<file path="src/rtl/busown_pkg.sv">
package busown_pkg;

   localparam int LT_DEFAULT_W = 8;

   typedef enum logic {
      LT_OUT_COMB = 1'b0,
      LT_OUT_REG  = 1'b1
   } lt_out_mode_e;

endpackage

</file>
<file path="src/rtl/lt_timer_reg.sv">
module lt_timer_reg #(
   parameter int           W       = busown_pkg::LT_DEFAULT_W,
   parameter logic [W-1:0] RST_VAL = '0
) (
   input  logic         clk,
   input  logic         rst_n,
   input  logic         wr_en_i,
   input  logic [W-1:0] wr_data_i,
   output logic [W-1:0] value_o
);

   logic [W-1:0] value_q;

   always_ff @(posedge clk or negedge rst_n) begin
      if (!rst_n)       value_q <= RST_VAL;
      else if (wr_en_i) value_q <= wr_data_i;
   end

   assign value_o = value_q;

   // the value holds unless a write occurs
   assert_reg_hold_R7: assert property (@(posedge clk) disable iff (!rst_n)
      !wr_en_i |=> $stable(value_q));

   // a write is visible on the next cycle
   assert_reg_write_R1: assert property (@(posedge clk) disable iff (!rst_n)
      wr_en_i |=> value_q == $past(wr_data_i));

endmodule

</file>
<file path="src/rtl/lt_burst_counter.sv">
module lt_burst_counter #(
   parameter int W = busown_pkg::LT_DEFAULT_W
) (
   input  logic         clk,
   input  logic         rst_n,
   input  logic         frame_i,
   input  logic [W-1:0] load_val_i,
   output logic         start_o,
   output logic [W-1:0] remaining_o
);

   localparam logic [W-1:0] ONE  = W'(1);
   localparam logic [W-1:0] ZERO = '0;

   logic         frame_q;
   logic [W-1:0] cnt_q;
   logic [W-1:0] cnt_d;
   logic         start;

   assign start       = frame_i & ~frame_q;
   assign remaining_o = start ? load_val_i : cnt_q;
   assign start_o     = start;

   always_comb begin
      if (!frame_i)                cnt_d = ZERO;
      else if (remaining_o != ZERO) cnt_d = remaining_o - ONE;
      else                         cnt_d = ZERO;
   end

   always_ff @(posedge clk or negedge rst_n) begin
      if (!rst_n) begin
         frame_q <= 1'b0;
         cnt_q   <= ZERO;
      end else begin
         frame_q <= frame_i;
         cnt_q   <= cnt_d;
      end
   end

   // an idle cycle leaves the counter cleared
   assert_idle_clear_R6: assert property (@(posedge clk) disable iff (!rst_n)
      !frame_i |=> cnt_q == ZERO);

   // once at zero inside a burst, the count stays at zero
   assert_no_wrap_R3: assert property (@(posedge clk) disable iff (!rst_n)
      (cnt_q == ZERO && !start) |=> cnt_q == ZERO);

   // the running count steps down by one, and register writes do not disturb it
   assert_step_down_R3: assert property (@(posedge clk) disable iff (!rst_n)
      (frame_i && !start && cnt_q != ZERO) |=> cnt_q == $past(cnt_q) - ONE);

   // the start cycle takes the programmed value
   assert_load_on_start_R2: assert property (@(posedge clk) disable iff (!rst_n)
      (start && load_val_i != ZERO) |=> cnt_q == $past(load_val_i) - ONE);

endmodule

</file>
<file path="src/rtl/lt_release_decide.sv">
module lt_release_decide #(
   parameter int                       W        = busown_pkg::LT_DEFAULT_W,
   parameter busown_pkg::lt_out_mode_e OUT_MODE = busown_pkg::LT_OUT_COMB
) (
   input  logic         clk,
   input  logic         rst_n,
   input  logic         frame_i,
   input  logic         gnt_i,
   input  logic [W-1:0] remaining_i,
   output logic         release_o
);

   logic expired;
   logic want_release;

   assign expired      = (remaining_i == '0);
   assign want_release = frame_i & ~gnt_i & expired;

   generate
      if (OUT_MODE == busown_pkg::LT_OUT_REG) begin : g_out_reg
         logic rel_q;
         always_ff @(posedge clk or negedge rst_n) begin
            if (!rst_n) rel_q <= 1'b0;
            else        rel_q <= want_release;
         end
         assign release_o = rel_q;
      end else begin : g_out_comb
         assign release_o = want_release;

         // no release request outside a burst
         assert_quiet_when_idle_R6: assert property (@(posedge clk) disable iff (!rst_n)
            !frame_i |-> !release_o);

         // the bus is kept while time remains
         assert_keep_while_counting_R4: assert property (@(posedge clk) disable iff (!rst_n)
            (frame_i && !expired) |-> !release_o);
      end
   endgenerate

endmodule

</file>
<file path="src/rtl/bm_latency_timer.sv">
module bm_latency_timer #(
   parameter int                       TIMER_W  = busown_pkg::LT_DEFAULT_W,
   parameter logic [TIMER_W-1:0]       RST_VAL  = '0,
   parameter busown_pkg::lt_out_mode_e OUT_MODE = busown_pkg::LT_OUT_COMB
) (
   input  logic               clk,
   input  logic               rst_n,
   input  logic               cfg_wr_en,
   input  logic [TIMER_W-1:0] cfg_wr_data,
   output logic [TIMER_W-1:0] cfg_rd_data,
   input  logic               own_frame,
   input  logic               bus_grant,
   output logic               must_release
);

   generate
      if (TIMER_W < 1 || TIMER_W > 32) begin : g_bad_width
         $error("bm_latency_timer: TIMER_W must lie in 1..32");
      end
   endgenerate

   logic [TIMER_W-1:0] timer_val;
   logic [TIMER_W-1:0] remaining;
   logic               burst_start;

   lt_timer_reg #(
      .W       (TIMER_W),
      .RST_VAL (RST_VAL)
   ) u_reg (
      .clk       (clk),
      .rst_n     (rst_n),
      .wr_en_i   (cfg_wr_en),
      .wr_data_i (cfg_wr_data),
      .value_o   (timer_val)
   );

   lt_burst_counter #(
      .W (TIMER_W)
   ) u_cnt (
      .clk         (clk),
      .rst_n       (rst_n),
      .frame_i     (own_frame),
      .load_val_i  (timer_val),
      .start_o     (burst_start),
      .remaining_o (remaining)
   );

   lt_release_decide #(
      .W        (TIMER_W),
      .OUT_MODE (OUT_MODE)
   ) u_rel (
      .clk         (clk),
      .rst_n       (rst_n),
      .frame_i     (own_frame),
      .gnt_i       (bus_grant),
      .remaining_i (remaining),
      .release_o   (must_release)
   );

   assign cfg_rd_data = timer_val;

   generate
      if (OUT_MODE == busown_pkg::LT_OUT_COMB) begin : g_top_checks
         // a zero setting releases in the start cycle when the grant is already gone
         assert_zero_setting_R9: assert property (@(posedge clk) disable iff (!rst_n)
            (burst_start && !bus_grant && timer_val == '0) |-> must_release);

         // an expired count with no grant releases the bus
         assert_release_expired_R5: assert property (@(posedge clk) disable iff (!rst_n)
            (own_frame && !bus_grant && !burst_start && $past(own_frame) && $past(remaining) <= 1)
            |-> must_release);
      end
   endgenerate

endmodule

</file>
<file path="config.mk">
export PLATFORM = sky130hd
export DESIGN_NAME = bm_latency_timer
export DESIGN_NICKNAME = d
export VERILOG_FILES = /design/src/rtl/busown_pkg.sv /design/src/rtl/lt_timer_reg.sv /design/src/rtl/lt_burst_counter.sv /design/src/rtl/lt_release_decide.sv /design/src/rtl/bm_latency_timer.sv
export SDC_FILE = /design/constraint.sdc
export NUM_CORES = 1
export LEC_CHECK = 0
export BUFFER_PORTS_ARGS = -buffer_cell sky130_fd_sc_hd__buf_2
export CAP_MARGIN = 30
export CORE_MARGIN = 3
export CORE_UTILIZATION = 45
export DETAILED_ROUTE_END_ITERATION = 8
export HOLD_SLACK_MARGIN = 0.02
export PLACE_DENSITY = 0.75
export RECOVER_POWER = 50
export SETUP_SLACK_MARGIN = 0.02
export SYNTH_ARGS = -nofsm -noshare
export SYNTH_HDL_FRONTEND = slang
export SYNTH_HIERARCHICAL = 1
export SYNTH_SLANG_ARGS = --single-unit
</file>
<file path="constraint.sdc">
create_clock -name clk -period 1.77 [get_ports clk]
set_input_delay 0.0885 -clock clk [delete_from_list [all_inputs] [get_ports clk]]
set_output_delay 0.0885 -clock clk [all_outputs]
set_load 0.05 [all_outputs]
</file>
### Word level (Yosys, flattened, before mapping)

Index checks and enable logic that the tools add are counted.
W data, S select, Z words.

* bits in registers: 17
* output and inout port bits: 9

* $add $sub $neg: 1
* muxes and demuxes: 3
* bitwise operators: 5
* reductions and logical operators: 2

Operators by type and width (number)
* $mux W8: 3
* $logic_not A8 Y1: 1
* $reduce_bool A8 Y1: 1
* $sub A8 B1 Y8 const B: 1
* $and A1 B1 Y1: 3
* $not A1 Y1: 2

### Logic depth before layout (Yosys ltp)

Gate-level depths: netlist (run 1).

* word-level depth: 6
* mapped depth: 10
* gate-level depth less buffers: 9

### Hierarchy

The synthesis (run 1) kept the hierarchy.

Modules (own cells, without submodules)
* lt_burst_counter: instances 1, cells an instance 69, area an instance 634.4 µm², sequential area each 225.2 µm²
* lt_timer_reg: instances 1, cells an instance 17, area an instance 331.6 µm², sequential area each 200.2 µm²
* lt_release_decide: instances 1, cells an instance 3, area an instance 30.0 µm², sequential area each 0.0 µm²

### Worst setup path after synthesis (run 1)

Ideal clock, no wire load.

* path type: register -> output
* from: register u_cnt.frame_q
* to: output port must_release
* arrival: 2.511 ns
* data required time: 1.681 ns
* path slack: -0.829 ns
* cell stages (with the launch flop): 7
* buffers on the path: 2
* cell sequence: dfrtp_1 -> nand2b_1 -> buf_6 -> buf_6 -> mux2_4 -> or4_1 -> nor4_2

* cells in the longest elaborated chain, start to end: 5

Ends and longest elaborated chain
* from (decl): RTL line lt_burst_counter.sv:15 `logic frame_q;`
* from (signal assigned): RTL line lt_burst_counter.sv:35 `frame_q <= frame_i;`
* $not A1 Y1: RTL line lt_burst_counter.sv:20 `assign start = frame_i & ~frame_q;`
* $and A1 B1 Y1: RTL line lt_burst_counter.sv:20
* $mux W8: RTL line lt_burst_counter.sv:21 `assign remaining_o = start ? load_val_i : cnt_q;`
* net remaining[4]: RTL line bm_latency_timer.sv:23 `logic [TIMER_W-1:0] remaining;`
* $logic_not A8 Y1: RTL line lt_release_decide.sv:16 `assign expired = (remaining_i == '0);`
* $and A1 B1 Y1: RTL line lt_release_decide.sv:17 `assign want_release = frame_i & ~gnt_i & expired;`
* to (decl): RTL line bm_latency_timer.sv:13 `output logic must_release`

The timed path passes the listed nets, and every way through them passes these cells.

### Final worst setup path (run 1)

Ends and elaborated chain as after synthesis.

==> impl_metrics.yaml, run 1 <==
synth:
  synth_area_leader_cell: "dfrtp_1"
  synthCells: 89
  ys_ff_latch: 17
  avgSynthCellArea_um2: 11.2
  async_flop_share: 1.00
  ys.flop_type: "dfrtp_1"
  synth.most_common_cell: "dfrtp_1"
  synth.top_cell.area_share: 0.427
  synthesis.nets: 104
  synth_common_cells: "17 x dfrtp_1, 14 x nor2_1, 13 x nand2_1"
  yosysWarnings: 6
  synthTopCellsByArea: "dfrtp_1 43%, mux2_4 15%, nor2_1 5.3%, nand2_1 4.9%, xnor2_1 3.5%"
  syn_area_um2: 996
  ys_seq_area_frac: 0.427
  synthDistinctLibCells: 24
  synth_edf_count: 0
sta:
  slew_viol_final: 0
  rsz0062_at_grt: "true"
  hold_viol_final: 0
  fin_skew_ps: 3.04
  setup_viol_count_final: 9
  post-route-min-period_ps: 2200
  worst_pin_slew_ps: 894
  fin_ws_ps: -434
  fmax_ghz: 0.454
  slew_headroom: 0.404
  fin_crit_sh: 1.25
die:
  die-area_um2: 2810
  row_count: 16
  die_h_um: 53.0
  start_util: 0.493
  io_pins: 22
  core_area_um2: 2020
  die_w_um: 53.0
cells_and_area:
  seq_area_um2: 425
  fillCellCount: 157
  areaGrowthSynthToFinish_pct: 43.3
  num_antenna_cells: 0
  drive_above_1_share: 0.518
  nNetsFinal: 157
  multi_input_area_um2: 574
critical_path:
  cp_data_arrival_time_ps: 2120
  cp_data_required_time_ps: 1680
  critical_path_class: "flop to primary output"
  cp-end-kind: "primary output"
  startpoint_type: "flop"
  crit_fanout: 7
global_routing:
  grt_first_pass_wirelength_um: 4060
  grt_pass1_vias: 933
  globalRouteTotalUtil: 0.208
  grt_max_degree: 18
  grt_overflow_total: 0
  antenna_found_initial: 0
placement:
  pre_cts_ws_ps: -186
  portBuffers: 21
  gp_congestion: 0.866
  dp_hpwl_um: 1890
drt:
  drt-initial-drc-count: 19
  num_vias: 872
  drt-total-wl_um: 2440
  antenna_left: 0
  firstDrtPassIters: 4
  wl_per_cell_um: 14.5
  drc: 0
  via_per_inst: 5.19
cts:
  clock_path_buffers: 2
  cts_sinks: 17
  cts_root_buf: "clkbuf_4"
  h-tree-depth: 1
  clk_latency_ps: 300
  clk_pin_slew_ps: 110
  cts_buffers: 3
  cts_tree: "built"
min_path:
  hp-class: "input pin to flop"
pwr:
  vdd_drop_max_mv: 0.818
  p_per_area_nw_per_um2: 1090
  power_leakage_nw: 0.707
  total_power_w: 0.00156
outcome:
  status: "complete, but fails checks"
  violations: "negative setup slack"
run:
  cap_violations: 0
==> final timing paths <==
path / startpoint / endpoint / cells past startpoint / slack [ps]
worst max-delay path: u_cnt/frame_q$_DFF_PN0_ / must_release / 5 / -430
worst min-delay path: cfg_wr_data[5] / u_reg/value_o[5]$_DFFE_PN0P_ / 2 / 20
worst max register to register: u_cnt/frame_q$_DFF_PN0_ / u_cnt/cnt_q[7]$_DFF_PN0_ / 9 / -150
worst min register to register: u_reg/value_o[7]$_DFFE_PN0P_ / u_reg/value_o[7]$_DFFE_PN0P_ / 1 / 580
max in group asynchronous: rst_n / u_reg/value_o[5]$_DFFE_PN0P_ / 2 / 810
min in group asynchronous: rst_n / u_cnt/cnt_q[3]$_DFF_PN0_ / 2 / 410
==> where the power goes <==
group / switching [W] / internal [W]
Sequential: 0.0000507 / 0.000464
Combinational: 0.000427 / 0.000399
Clock: 0.000135 / 0.0000860
Total: 0.000613 / 0.000949
==> routing by layer <==
| metal | vias to the layer above | track usage | share of wire |
|---|---|---|---|
| met3 | 14 | 0.0366 | 0.055 |
| met1 | 411 | 0.229 | 0.40 |
| li1 | 405 | - | - |
| met2 | 42 | 0.357 | 0.50 |
| met4 | 0 | 0.145 | 0.048 |
| met5 | - | 0 | 0 |
==> flip-flops by register name, summed over array words and instances, names as in the netlist <==
signal / cells
u_cnt/frame_q: 1
u_reg/value_o: 8
u_cnt/cnt_q: 8
==> layout make-up <==
type / instances / area share
multi-input cells: 66 / 0.402
inverters: 3 / 0.00789
clock buffers: 3 / 0.0158
flip-flops and latches: 17 / 0.298
repair buffers: 51 / 0.247
well taps: 27 / 0.0237
clock inverters: 1 / 0.00526
==> placed cells by master, fill, tap and decap left out, types with 2 or more instances in the layout <==
master and count:
buf_4 23, dfrtp_1 17, nand2_1 13, mux2_4 11
clkbuf_4 3, nor2_2 2, nor3_1 2, buf_2 19
nor2_1 14, dlygate4sd3_1 7, mux2i_1 3, xnor2_1 4
==> kinds of logic after synthesis <==
group	Yosys count	share of synthesized area
compound gates	4	0.0389
xor+xnor	4	0.0352
fa+ha+maj	2	0.0251
buf+inv	6	0.0452
flops	17	0.427
mux	16	0.217
simple gates	40	0.211
==> stage by stage <==
step | setup TNS [ps] | instance area (µm²) | hold WS, ps | cells | util
after floorplan | -978 | 1050 | -207 | 89 | -
after global placement | -516 | 1320 | 23.4 | 157 | 0.654
after CTS | -1640 | 1420 | 21.8 | 167 | 0.702
after global routing | -2710 | 1430 | 22.8 | 168 | 0.706
after detailed placement | -990 | 1320 | 27.0 | 157 | 0.654
final | -1480 | 1430 | 20.8 | 168 | 0.706
==> repair_timing <==
item / CTS / global route
hold endpoints to repair: 22 / 1
setup buffers: 0 / 0
resized for setup: 2 / 0
setup endpoints to repair: 9 / 9
hold buffers: 6 / 1
==> critical path, stage by stage, from the launching register on <==
cell and delay [ps]:
dfrtp_1 360, nand2b_4 170, mux2_2 350, or4b_4 530
nor4_4 220, buf_6 190
No activity file was read; power rests on OpenSTA's default activity.
==> run 2: changes to the inputs <==
--- a/config.mk
+++ b/config.mk
@@ -12,5 +12,5 @@
 export DETAILED_ROUTE_END_ITERATION = 8
 export HOLD_SLACK_MARGIN = 0.02
-export PLACE_DENSITY = 0.75
+export PLACE_DENSITY = 0.72
 export RECOVER_POWER = 50
 export SETUP_SLACK_MARGIN = 0.02
==> constraint.sdc (replaced) <==
create_clock -name clk -period 2.1 [get_ports clk]
set_input_delay 0.21 -clock clk [delete_from_list [all_inputs] [get_ports clk]]
set_output_delay 0.21 -clock clk [all_outputs]
set_load 0.05 [all_outputs]
==> impl_metrics.yaml, run 2 (synthesis results as in run 1) <==
outcome:
  status: "complete, but fails checks"
  violations: "negative setup slack"
pwr:
  p_per_area_nw_per_um2: 949
  vdd_drop_max_mv: 0.455
  total_power_w: 0.00117
  power_leakage_nw: 0.602
drt:
  drc: 0
  wl_per_cell_um: 13.5
  drt-initial-drc-count: 11
  firstDrtPassIters: 4
  via_per_inst: 5.11
  num_vias: 761
  antenna_left: 0
  drt-total-wl_um: 2020
global_routing:
  grt_pass1_vias: 751
  grt_max_degree: 18
  grt_overflow_total: 0
  grt_first_pass_wirelength_um: 3330
  globalRouteTotalUtil: 0.170
  antenna_found_initial: 0
placement:
  portBuffers: 21
  gp_congestion: 0.848
  dp_hpwl_um: 1600
  pre_cts_ws_ps: -89.8
sta:
  fin_crit_sh: 1.10
  rsz0062_at_grt: "true"
  fin_ws_ps: -214
  setup_viol_count_final: 1
  slew_viol_final: 0
  fin_skew_ps: 2.78
  slew_headroom: 0.414
  post-route-min-period_ps: 2310
  hold_ws_ps: 134
  hold_viol_final: 0
  tns_ps: -214
  fmax_ghz: 0.432
  worst_pin_slew_ps: 879
critical_path:
  cp_data_required_time_ps: 1890
  critical_path_class: "flop to primary output"
  cp-end-kind: "primary output"
  cp_data_arrival_time_ps: 2100
  crit_fanout: 6
  startpoint_type: "flop"
die:
  die_h_um: 53.0
  io_pins: 22
  die_w_um: 53.0
  die-area_um2: 2810
  start_util: 0.493
  row_count: 16
  core_area_um2: 2020
cts:
  h-tree-depth: 1
  clk_latency_ps: 290
  cts_sinks: 17
  clk_pin_slew_ps: 90
  cts_setup_buffers: 0
  cts_root_buf: "clkbuf_4"
  cts_buffers: 3
  cts_tree: "built"
  clock_path_buffers: 2
cells_and_area:
  drive_above_1_share: 0.434
  fin_util: 0.611
  num_antenna_cells: 0
  layout_common_cells: "19 x buf_2, 17 x dfrtp_1, 14 x nor2_1, 12 x nand2_1, 9 x buf_4"
  areaGrowthSynthToFinish_pct: 24.1
  layout_commonest_cell: "buf_2"
  fillCellCount: 176
  nNetsFinal: 138
run:
  cap_violations: 0
min_path:
  hp-class: "input pin to flop"
## run 2: cell count changes in the layout (fill, tap and decap cells not counted), moves of 3 or more
cell / delta
mux2_4: -4
buf_4: -14
mux2_1: +3
dlygate4sd3_1: -6
## run 2: stage by stage
step,instance area (µm²),std cells
after floorplan,1010,89
after global placement,1190,144
after detailed placement,1190,144
after CTS,1240,149
after global routing,1240,149
final,1240,149
## run 2: critical path, cell delays in order (launching register included)
cell      delay [ps]
dfrtp_1          330
nand2b_4         160
mux2_2           350
or4b_4           530
nor4_4           240
buf_6            190
## run 2: final cells by class
| type | instances | area [µm²] | area share |
|---|---|---|---|
| Sequential cell | 17 | 425 | 0.344 |
| Clock buffer | 4 | 26.3 | 0.0213 |
| Timing Repair Buffer | 32 | 199 | 0.161 |
| Tap cell | 27 | 33.8 | 0.0273 |
| Multi-Input combinational cell | 66 | 541 | 0.437 |
| Inverter | 3 | 11.3 | 0.00911 |
## run 2: what timing repair did
| item | 4_1_cts | 5_1_grt |
|---|---|---|
| gates cloned | 0 | 0 |
| endpoints found under the hold margin | 17 | 0 |
| endpoints found under the setup margin | 1 | 2 |
| gates resized for setup | 4 | 2 |
| pin swaps | 0 | 0 |
| hold buffers | 1 | 0 |
## run 2: where the power goes
group	internal (W)	switching [W]	total (W)
clock	0.0000740	0.0000985	0.000173
sequential	0.000391	0.0000510	0.000442
combinational	0.000250	0.000309	0.000559
## run 2: worst paths after layout
kind / startpoint / end / slack, ps / depth (start not counted)
worst min-delay path: cfg_wr_data[7] / u_reg/value_o[7]$_DFFE_PN0P_ / 130 / 2
worst min register to register: u_reg/value_o[5]$_DFFE_PN0P_ / u_reg/value_o[5]$_DFFE_PN0P_ / 570 / 1
min in group asynchronous: rst_n / u_reg/value_o[4]$_DFFE_PN0P_ / 540 / 2
max in group asynchronous: rst_n / u_cnt/cnt_q[1]$_DFF_PN0_ / 1020 / 2
worst max register to register: u_cnt/frame_q$_DFF_PN0_ / u_cnt/cnt_q[2]$_DFF_PN0_ / 240 / 9
worst max-delay path: u_cnt/frame_q$_DFF_PN0_ / must_release / -210 / 5
## run 2: routing by layer
metal  track usage  up-vias  routed length (µm)  part of all wire
met4         0.102        0                  51             0.025
met1         0.220      369                 889              0.44
met2         0.264       20                1010              0.50
met3        0.0254        5                  70             0.035
li1              -      367                   -                 -
met5             0        -                   0                 0
